### src/rtl/branch_unit_pkg.sv
package branch_unit_pkg;
  typedef enum logic [1:0] {
    BK_REL = 2'd0,
    BK_ABS = 2'd1,
    BK_IND = 2'd2,
    BK_RSV = 2'd3
  } br_kind_e;

  typedef struct packed {
    logic n;
    logic z;
    logic c;
    logic v;
  } flags_t;

  localparam logic [3:0] CC_EQ  = 4'd0;
  localparam logic [3:0] CC_NE  = 4'd1;
  localparam logic [3:0] CC_LT  = 4'd2;
  localparam logic [3:0] CC_GE  = 4'd3;
  localparam logic [3:0] CC_GT  = 4'd4;
  localparam logic [3:0] CC_LE  = 4'd5;
  localparam logic [3:0] CC_CS  = 4'd6;
  localparam logic [3:0] CC_CC  = 4'd7;
  localparam logic [3:0] CC_VS  = 4'd8;
  localparam logic [3:0] CC_VC  = 4'd9;
  localparam logic [3:0] CC_AL  = 4'd10;
  localparam logic [3:0] CC_HI  = 4'd11;
  localparam logic [3:0] CC_LS  = 4'd12;
  localparam logic [3:0] CC_MI  = 4'd13;
  localparam logic [3:0] CC_PL  = 4'd14;
  localparam logic [3:0] CC_SUB = 4'd15;
endpackage

### src/rtl/bu_cond_eval.sv
module bu_cond_eval
  import branch_unit_pkg::*;
(
  input  logic [3:0] cond_i,
  input  flags_t     flags_i,
  output logic       pass_o,
  output logic       call_o
);
  logic lt;
  assign lt = flags_i.n ^ flags_i.v;

  always_comb begin
    pass_o = 1'b0;
    case (cond_i)
      CC_EQ:   pass_o = flags_i.z;
      CC_NE:   pass_o = !flags_i.z;
      CC_LT:   pass_o = lt;
      CC_GE:   pass_o = !lt;
      CC_GT:   pass_o = !flags_i.z && !lt;
      CC_LE:   pass_o = flags_i.z || lt;
      CC_CS:   pass_o = flags_i.c;
      CC_CC:   pass_o = !flags_i.c;
      CC_VS:   pass_o = flags_i.v;
      CC_VC:   pass_o = !flags_i.v;
      CC_AL:   pass_o = 1'b1;
      CC_HI:   pass_o = flags_i.c && !flags_i.z;
      CC_LS:   pass_o = !flags_i.c || flags_i.z;
      CC_MI:   pass_o = flags_i.n;
      CC_PL:   pass_o = !flags_i.n;
      default: pass_o = 1'b0; // code 15 is resolved per kind
    endcase
  end

  assign call_o = (cond_i == CC_SUB);
endmodule

### src/rtl/bu_target_calc.sv
module bu_target_calc
  import branch_unit_pkg::*;
#(
  parameter int ADDR_W = 16,
  parameter int OFF_W  = 8
) (
  input  br_kind_e          kind_i,
  input  logic [ADDR_W-1:0] pc_i,
  input  logic [OFF_W-1:0]  rel_off_i,
  input  logic [ADDR_W-1:0] abs_addr_i,
  input  logic [ADDR_W-1:0] reg_val_i,
  output logic [ADDR_W-1:0] target_o,
  output logic [ADDR_W-1:0] fall_o
);
  localparam int EXT_W = ADDR_W - OFF_W - 1;
  localparam logic [ADDR_W-1:0] SHORT_LEN = ADDR_W'(2);
  localparam logic [ADDR_W-1:0] LONG_LEN  = ADDR_W'(4);

  logic [ADDR_W-1:0] rel_disp;
  assign rel_disp = {{EXT_W{rel_off_i[OFF_W-1]}}, rel_off_i, 1'b0};

  always_comb begin
    case (kind_i)
      BK_REL:  target_o = pc_i + rel_disp;
      BK_ABS:  target_o = abs_addr_i;
      BK_IND:  target_o = reg_val_i;
      default: target_o = pc_i + SHORT_LEN;
    endcase
    fall_o = pc_i + ((kind_i == BK_ABS) ? LONG_LEN : SHORT_LEN);
  end
endmodule

### src/rtl/bu_decide.sv
module bu_decide
  import branch_unit_pkg::*;
(
  input  br_kind_e kind_i,
  input  logic     pass_i,
  input  logic     call_i,
  input  logic     link_req_i,
  output logic     take_o,
  output logic     link_o,
  output logic     illegal_o
);
  always_comb begin
    take_o    = 1'b0;
    link_o    = 1'b0;
    illegal_o = 1'b0;
    case (kind_i)
      BK_REL: begin
        take_o    = pass_i && !call_i;
        illegal_o = call_i;
      end
      BK_ABS: begin
        take_o = pass_i || call_i;
        link_o = call_i;
      end
      BK_IND: begin
        take_o = 1'b1;
        link_o = link_req_i;
      end
      default: illegal_o = 1'b1;
    endcase
  end
endmodule

### src/rtl/branch_unit.sv
module branch_unit
  import branch_unit_pkg::*;
#(
  parameter int ADDR_W = 16,
  parameter int OFF_W  = 8
) (
  input  logic              clk_i,
  input  logic              rst_ni,
  input  logic              valid_i,
  input  logic [1:0]        kind_i,
  input  logic [3:0]        cond_i,
  input  logic [3:0]        flags_i,
  input  logic [ADDR_W-1:0] pc_i,
  input  logic [OFF_W-1:0]  rel_off_i,
  input  logic [ADDR_W-1:0] abs_addr_i,
  input  logic [ADDR_W-1:0] reg_val_i,
  input  logic              link_req_i,
  output logic              valid_o,
  output logic              taken_o,
  output logic [ADDR_W-1:0] next_pc_o,
  output logic              link_we_o,
  output logic [ADDR_W-1:0] link_val_o,
  output logic              illegal_o
);
  br_kind_e          kind;
  logic              pass, call, take, link, ill;
  logic [ADDR_W-1:0] target, fall;

  assign kind = br_kind_e'(kind_i);

  bu_cond_eval u_cond (
    .cond_i (cond_i),
    .flags_i(flags_t'(flags_i)),
    .pass_o (pass),
    .call_o (call)
  );

  bu_target_calc #(.ADDR_W(ADDR_W), .OFF_W(OFF_W)) u_tgt (
    .kind_i    (kind),
    .pc_i      (pc_i),
    .rel_off_i (rel_off_i),
    .abs_addr_i(abs_addr_i),
    .reg_val_i (reg_val_i),
    .target_o  (target),
    .fall_o    (fall)
  );

  bu_decide u_dec (
    .kind_i    (kind),
    .pass_i    (pass),
    .call_i    (call),
    .link_req_i(link_req_i),
    .take_o    (take),
    .link_o    (link),
    .illegal_o (ill)
  );

  always_ff @(posedge clk_i or negedge rst_ni) begin
    if (!rst_ni) begin
      valid_o    <= 1'b0;
      taken_o    <= 1'b0;
      next_pc_o  <= '0;
      link_we_o  <= 1'b0;
      link_val_o <= '0;
      illegal_o  <= 1'b0;
    end else begin
      valid_o <= valid_i;
      if (valid_i) begin
        taken_o    <= take;
        next_pc_o  <= take ? target : fall;
        link_we_o  <= link;
        link_val_o <= link ? fall : '0;
        illegal_o  <= ill;
      end else begin
        taken_o    <= 1'b0;
        link_we_o  <= 1'b0;
        link_val_o <= '0;
        illegal_o  <= 1'b0;
      end
    end
  end

  assert_valid_follows_R2: assert property (@(posedge clk_i) disable iff (!rst_ni)
    valid_i |=> valid_o);
  assert_idle_quiet_R2: assert property (@(posedge clk_i) disable iff (!rst_ni)
    !valid_i |=> (!valid_o && !taken_o && !link_we_o && !illegal_o));
  assert_idle_hold_R2: assert property (@(posedge clk_i) disable iff (!rst_ni)
    !valid_i |=> $stable(next_pc_o));
  assert_illegal_no_branch_R7: assert property (@(posedge clk_i) disable iff (!rst_ni)
    illegal_o |-> (!taken_o && !link_we_o));
  assert_link_needs_taken_R11: assert property (@(posedge clk_i) disable iff (!rst_ni)
    link_we_o |-> taken_o);
  assert_link_val_clear_R11: assert property (@(posedge clk_i) disable iff (!rst_ni)
    !link_we_o |-> (link_val_o == '0));
  assert_call_links_R6: assert property (@(posedge clk_i) disable iff (!rst_ni)
    (valid_i && kind_i == 2'd1 && cond_i == 4'd15) |=> (taken_o && link_we_o));
endmodule

### config.mk
export PLATFORM = sky130hd
export DESIGN_NAME = branch_unit
export DESIGN_NICKNAME = d
export VERILOG_FILES = /design/src/rtl/branch_unit_pkg.sv /design/src/rtl/bu_cond_eval.sv /design/src/rtl/bu_target_calc.sv /design/src/rtl/bu_decide.sv /design/src/rtl/branch_unit.sv
export SDC_FILE = /design/constraint.sdc
export NUM_CORES = 1
export LEC_CHECK = 0
export ABC_AREA = 1
export BUFFER_PORTS_ARGS = -buffer_cell sky130_fd_sc_hd__buf_2
export CAP_MARGIN = 0
export CORE_ASPECT_RATIO = 1.5
export CORE_UTILIZATION = 47
export DETAILED_ROUTE_END_ITERATION = 10
export PLACE_DENSITY = 0.78
export SLEW_MARGIN = 20
export SYNTH_ARGS = -nofsm -noshare
export SYNTH_HDL_FRONTEND = slang
export SYNTH_SLANG_ARGS = --single-unit
### constraint.sdc
create_clock -name clk_i -period 0.8 [get_ports clk_i]
set_clock_uncertainty 0.1 [all_clocks]
set_input_delay 0.08 -clock clk_i [delete_from_list [all_inputs] [get_ports clk_i]]
set_output_delay 0.08 -clock clk_i [all_outputs]
set_load 0.01 [all_outputs]
==> results.md, run 1 <==
- Gpl congestion: 0.910
- Setup Slack @ Placement: -1.53 ns
- Compound-Gate Fraction of Synth Area: 0.0794
- Top cell type's share of synthesized area: 0.274
- Detailed-placement wirelength estimate: 9010 µm
- Sequential area share after synthesis: 0.274
- Total number of H-tree levels: 2
- Die Wd: 70.3 µm
- Number of placed instances, taps included: 771
- I/O Pins: 106
- Inserted Clock Buffers: 5
- Clock root cell: clkbuf_8
- Fraction of synthesized area in multiplexers: 0
- Count of input and output buffers: 105
- Combinational family with the most area after synthesis: simple AND/OR/NAND/NOR gates
- Netlist area before placement: 3290 µm²
- Total GRT Usage: 0.680
- Error msg: [ERROR GRT-0232] Routing congestion too high. Check the congestion heatmap in the GUI.
- Number of buffers on the longest clock path: 2
- Kind of pin the worst path terminates on: sequential cell input
- End pin of the worst setup path after global-route repair: next_pc_o[13]$_DFFE_PN0P_/D
- Cell accounting for the most synthesized area: dfrtp_1
- Remaining global-route overflow: 8
- Yosys warns: 0
- Run status: stopped before the end
- Synth top area cells: dfrtp_1, nand2_1, nand3_1
- Adder-cell area share of the yosys netlist: 0.0882
- Average footprint of a synthesized cell: 6.27 µm²
- Number of placement rows: 37
- Die height: 105 µm
- Post-synthesis cell type count: 32
- CTS sink count: 36
- Simple-gate portion of the synthesized area: 0.401
- Last stage reached: global routing (5_1_grt)
- Net count of the mapped netlist: 617
- Starting Density: 0.484
- Maximum number of pins on one net before global-route repair: 37
- Count of mapped cells out of synthesis: 525
- Xor/xnor share of the synthesized area: 0.0479
- Flop and latch count out of synthesis: 36
==> what timing repair did <==
| item | 4_1_cts |
|---|---|
| endpoints found under the hold margin | 38 |
| setup buffers | 23 |
| gates cloned | 8 |
| pin swaps | 63 |
| resized for setup | 128 |
| hold buffers | 2 |
| setup endpoints to repair | 71 |
==> logic make-up after synthesis <==
group / Yosys count
DFF: 36
AOI/OAI and AO/OA: 42
adders and majority gates: 22
xor gates and xnor gates: 18
buffers and inverters: 91
and+or+nand+nor: 316
==> routing by layer <==
layer,overflow,global-route usage
met2,3,0.917
met4,5,0.760
met5,0,0.00741
met1,0,0.653
met3,0,0.420
==> stage by stage <==
| step | hold WS (ns) | TNS [ns] | cell area [µm²] |
|---|---|---|---|
| after floorplan | -0.316 | -26.26 | 3710 |
| after global placement | -0.0521 | -38.45 | 4820 |
| after detailed placement | -0.0485 | -39.69 | 4820 |
| after CTS | -0.00925 | -31.89 | 5790 |
==> synth_stat cells <==
master    number
fa_1           2
a22oi_1        1
nand3b_1       1
a221o_1        4
xnor2_1        1
buf_8          1
xor2_1        17
buf_4          2
inv_2          1
a22o_1         6
nor2_4         1
buf_2          2
nor2_1        45
a221oi_1       1
nor3_1         3
inv_1         72
a21oi_1       20
nand2_4        2
ha_1          20
dfrtp_1       36
nand4_1        5
o21ai_0        8
clkbuf_1      10
nand2_1      195
nand3_1       56
a21o_1         1
and2_1         2
o21ai_1        1
nand2_2        4
nor4_1         1
or2_2          1
clkinv_1       3
==> run 2, diff against run 1 <==
--- a/config.mk
+++ b/config.mk
@@ -8,10 +8,9 @@
 export ABC_AREA = 1
 export BUFFER_PORTS_ARGS = -buffer_cell sky130_fd_sc_hd__buf_2
 export CAP_MARGIN = 0
-export CORE_ASPECT_RATIO = 1.5
-export CORE_UTILIZATION = 47
+export CORE_UTILIZATION = 35
 export DETAILED_ROUTE_END_ITERATION = 10
-export PLACE_DENSITY = 0.78
+export PLACE_DENSITY_LB_ADDON = 0.15
 export SLEW_MARGIN = 20
 export SYNTH_ARGS = -nofsm -noshare
 export SYNTH_HDL_FRONTEND = slang
==> constraint.sdc (replaced) <==
create_clock -name clk_i -period 1 [get_ports clk_i]
set_clock_uncertainty 0.1 [all_clocks]
set_input_delay 0.1 -clock clk_i [delete_from_list [all_inputs] [get_ports clk_i]]
set_output_delay 0.1 -clock clk_i [all_outputs]
set_load 0.01 [all_outputs]
==> run 2 against run 1 <==
  * Area after synthesis stayed put
  * The flow now finishes, with violations (negative setup slack)
  * Synthesized cell count stayed put
==> results.md, run 2 <==
- Synth top area cells: dfrtp_1, nand2_1, nand3_1
- P_sw: 1.93 mW
- Final setup violation count: 44
- Total GRT Usage: 0.242
- Routed WL: 11500 µm
- Most frequently used flop master after synthesis: dfrtp_1
- Critical Path Start Type: input port
- First-pass GRT wire length: 18700 µm
- Final standard cell area without fillers: 5990 µm²
- Drc violations: 0
- Number of nets with antenna violations after detailed routing: 0
- Placed cell areas: 4990 µm² (+3.4%)
- Number of enable flip-flop cells after synthesis: 0 (unchanged)
- Slew Viols, Final: 0
- Yosys warns: 0 (unchanged)
- Share of the clock period used by the worst path after layout: 1.87
- Async set-reset flop share out of synthesis: 1.00 (unchanged)
- Fraction of power consumed by combinational cells: 0.477
- Launching instance or port of the critical path: kind_i[0]
- Inserted Clock Buffers: 5 (unchanged)
- Vias in the first global route: 3866
- HP Start: pc_i[0]
- Critical Path Sink Type: flip-flop
- Flop and latch count out of synthesis: 36 (unchanged)
- Maximum number of pins on one net before global-route repair: 37
- Clock tree from TritonCTS: done
- Source-to-sink clock delay at the later pin of the worst-skew pair: 0.29 ns
- IR Drop Worst-Case VDD: 582 µV
- Areal power density over the cells: 924 nW/µm²
- Post-CTS clock slew at the launch and capture registers of the worst setup and hold paths: 0.07 ns
- Cell depth of the worst hold path: 5
- Violated checks: negative setup slack
- Worst Max-Slew Pin Slew: 0.329 ns
- Total leakage power: 3.26 nW
- R2r setup slk: 0.07 ns
- Gpl congestion: 0.857 (-5.8%)
- DRC marker count from the first detailed-route iteration: 124
- Crit Path Class: in -> reg
- Antenna fix cells: 0
- Total number of H-tree levels: 2 (unchanged)
- Die Wd: 99.0 µm (+41%)
- Area of the core: 9200 µm²
- Worst path arrival time: 1.95 ns
- Die height: 99.0 µm (-5.3%)
- Post-synthesis cell type count: 32 (unchanged)
- Average footprint of a synthesized cell: 6.27 µm² (unchanged)
- Top cell type's share of synthesized area: 0.274 (unchanged)
- Detailed-routing iteration count for the pre-antenna-repair pass: 4
- Detailed-placement wirelength estimate: 8940 µm (-0.75%)
- Min Clock Period, post-route: 1.87 ns
- Maximum operating frequency: 536 MHz
- P_int: 3.61 mW
- Multi-input gate area in the final layout: 2820 µm²
- Registers with the most flip-flops: link_val_o x16, next_pc_o x16
- Switching part of the total power: 0.348
- Cell accounting for the most synthesized area: dfrtp_1
- Count of mapped cells out of synthesis: 525 (unchanged)
- Net count of the mapped netlist: 617 (unchanged)
- R2R Path End: next_pc_o[7]
- Sequential power share: 0.295
- Starting Density: 0.358 (-0.126)
- Netlist area before placement: 3290 µm² (unchanged)
- Floorplan die area: 9800 µm²
- Clock share of power: 0.228
- Required time of the critical path: 1.09 ns
- Via count of the routed design: 4022
- Sequential area share after synthesis: 0.274 (unchanged)
- Logic depth of the worst register-to-register path: 4
- End-of-flow core utilization: 0.652
- Setup Slack @ Placement: -1.31 ns (+0.222 ns)
- Count of nets after finishing: 838
- Proportion of layout cells with a drive suffix above 1: 0.505
- Count of input and output buffers: 105 (unchanged)
- Clock root cell: clkbuf_8
- Commonest cells in the netlist: nand2_1, inv_1, nand3_1, nor2_1, dfrtp_1
- Tightest Hold Check Type: in -> reg
- Number of buffers on the longest clock path: 2 (unchanged)
- Run status: finished, violations left
- Per-cell via count in the routed design: 4.69
- Initial antenna violation count: 0
- Setup slack after layout: -0.866 ns
- Total negative setup slack: -20.34 ns
- Area overhead of the layout relative to synthesis: 82.0%
- Final count of hold timing violations: 0
- Number of inserted filler cells in the final layout: 809
- Reg-to-Reg Start: next_pc_o[7]
- Max-cap check violation count: 0
- Top library cells by usage in the layout, fill and taps aside: nand2_1, buf_4, buf_2
- Remaining global-route overflow: 0
- Leading cell type in the layout, fill and taps excluded: nand2_1
- Storage cell area: 901 µm²
- Mean routed wirelength per cell: 13.4 µm
- Most repeated cell in the gate-level netlist after synthesis: nand2_1
- Worst hold path endpoint: next_pc_o[0]
- Tightest slew margin relative to the limit: 0.781
- Number of placement rows: 35 (-5.4%)
- RSZ-0062 raised after global routing: yes
- I/O Pins: 106 (unchanged)
- Maximum fanout along the worst path: 8
- CTS sink count: 36 (unchanged)
run 2: cell counts after synthesis:
Identical to the previous run, type by type.
run 2: kinds of logic after synthesis:
| logic type | share of synthesized area |
|---|---|
| DFF | 0.274 |
| adders and majority gates | 0.0882 |
| buffers and inverters | 0.110 |
| AOI/OAI and AO/OA | 0.0794 |
| xor gates and xnor gates | 0.0479 |
| and+or+nand+nor | 0.401 |
run 2: worst max-delay path by stage:
| stage | slack, ns | to | depth (start not counted) |
|---|---|---|---|
| floorplan | -0.94 | next_pc_o[13] | 17 |
| global placement | -1.36 | next_pc_o[14] | 18 |
| detailed placement | -1.31 | next_pc_o[14] | 18 |
| CTS | -0.81 | next_pc_o[13] | 18 |
| global route | -0.99 | next_pc_o[14] | 20 |
| finish | -0.87 | next_pc_o[5] | 15 |
run 2: metal layers:
metal	up-vias	share of wire	global-route usage	wire length, µm
li1	2084	-	-	-
met1	1830	0.50	0.344	5750
met2	92	0.45	0.381	5200
met3	16	0.031	0.0206	360
met4	0	0.018	0.0907	203
met5	-	0	0	0
run 2: timing repair:
item	CTS	global route
setup endpoints to repair	56	70
gates resized for setup	84	73
buffers inserted	24	10
hold buffers	3	0
gates cloned	2	0
hold endpoints to repair	38	0
pin swaps	61	52
run 2: power groups by stage:
| stage | combinational [mW] | clock, mW | sequential, mW |
|---|---|---|---|
| after CTS | 2.44 | 1.29 | 1.63 |
| after global placement | 2.09 | 0 | 1.66 |
| after global routing | 2.89 | 1.35 | 1.64 |
| final | 2.64 | 1.26 | 1.63 |
| after floorplan | 1.04 | 0 | 1.72 |
| after detailed placement | 2.10 | 0 | 1.66 |
run 2: worst max-delay path, stage by stage:
cell and delay (ns):
buf_12 0.09, inv_12 0.03, ha_4 0.19, buf_6 0.13, nand2_4 0.05, ha_4 0.14
inv_4 0.03, fa_2 0.41, o21ai_4 0.19, buf_4 0.14, xor2_1 0.05, a21oi_1 0.13
nand3_1 0.10, nand3_1 0.10, nand2_1 0.05
run 2: layout make-up:
type / count / area share
clock buffers: 6 / 0.0121
clock inverters: 2 / 0.00585
inverters: 76 / 0.0585
multi-input cells: 400 / 0.470
flip-flops and latches: 36 / 0.150
well taps: 111 / 0.0232
repair buffers: 227 / 0.280
run 2: stage by stage:
step,cells,power [mW],hold WS (ns)
global placement,817,3.75,-0.0259
detailed placement,817,3.76,-0.0241
floorplan,525,2.76,-0.296
global route,858,5.89,0.0565
CTS,853,5.36,0.00728
finish,858,5.54,0.0182
(Power assumes the default switching activity.)
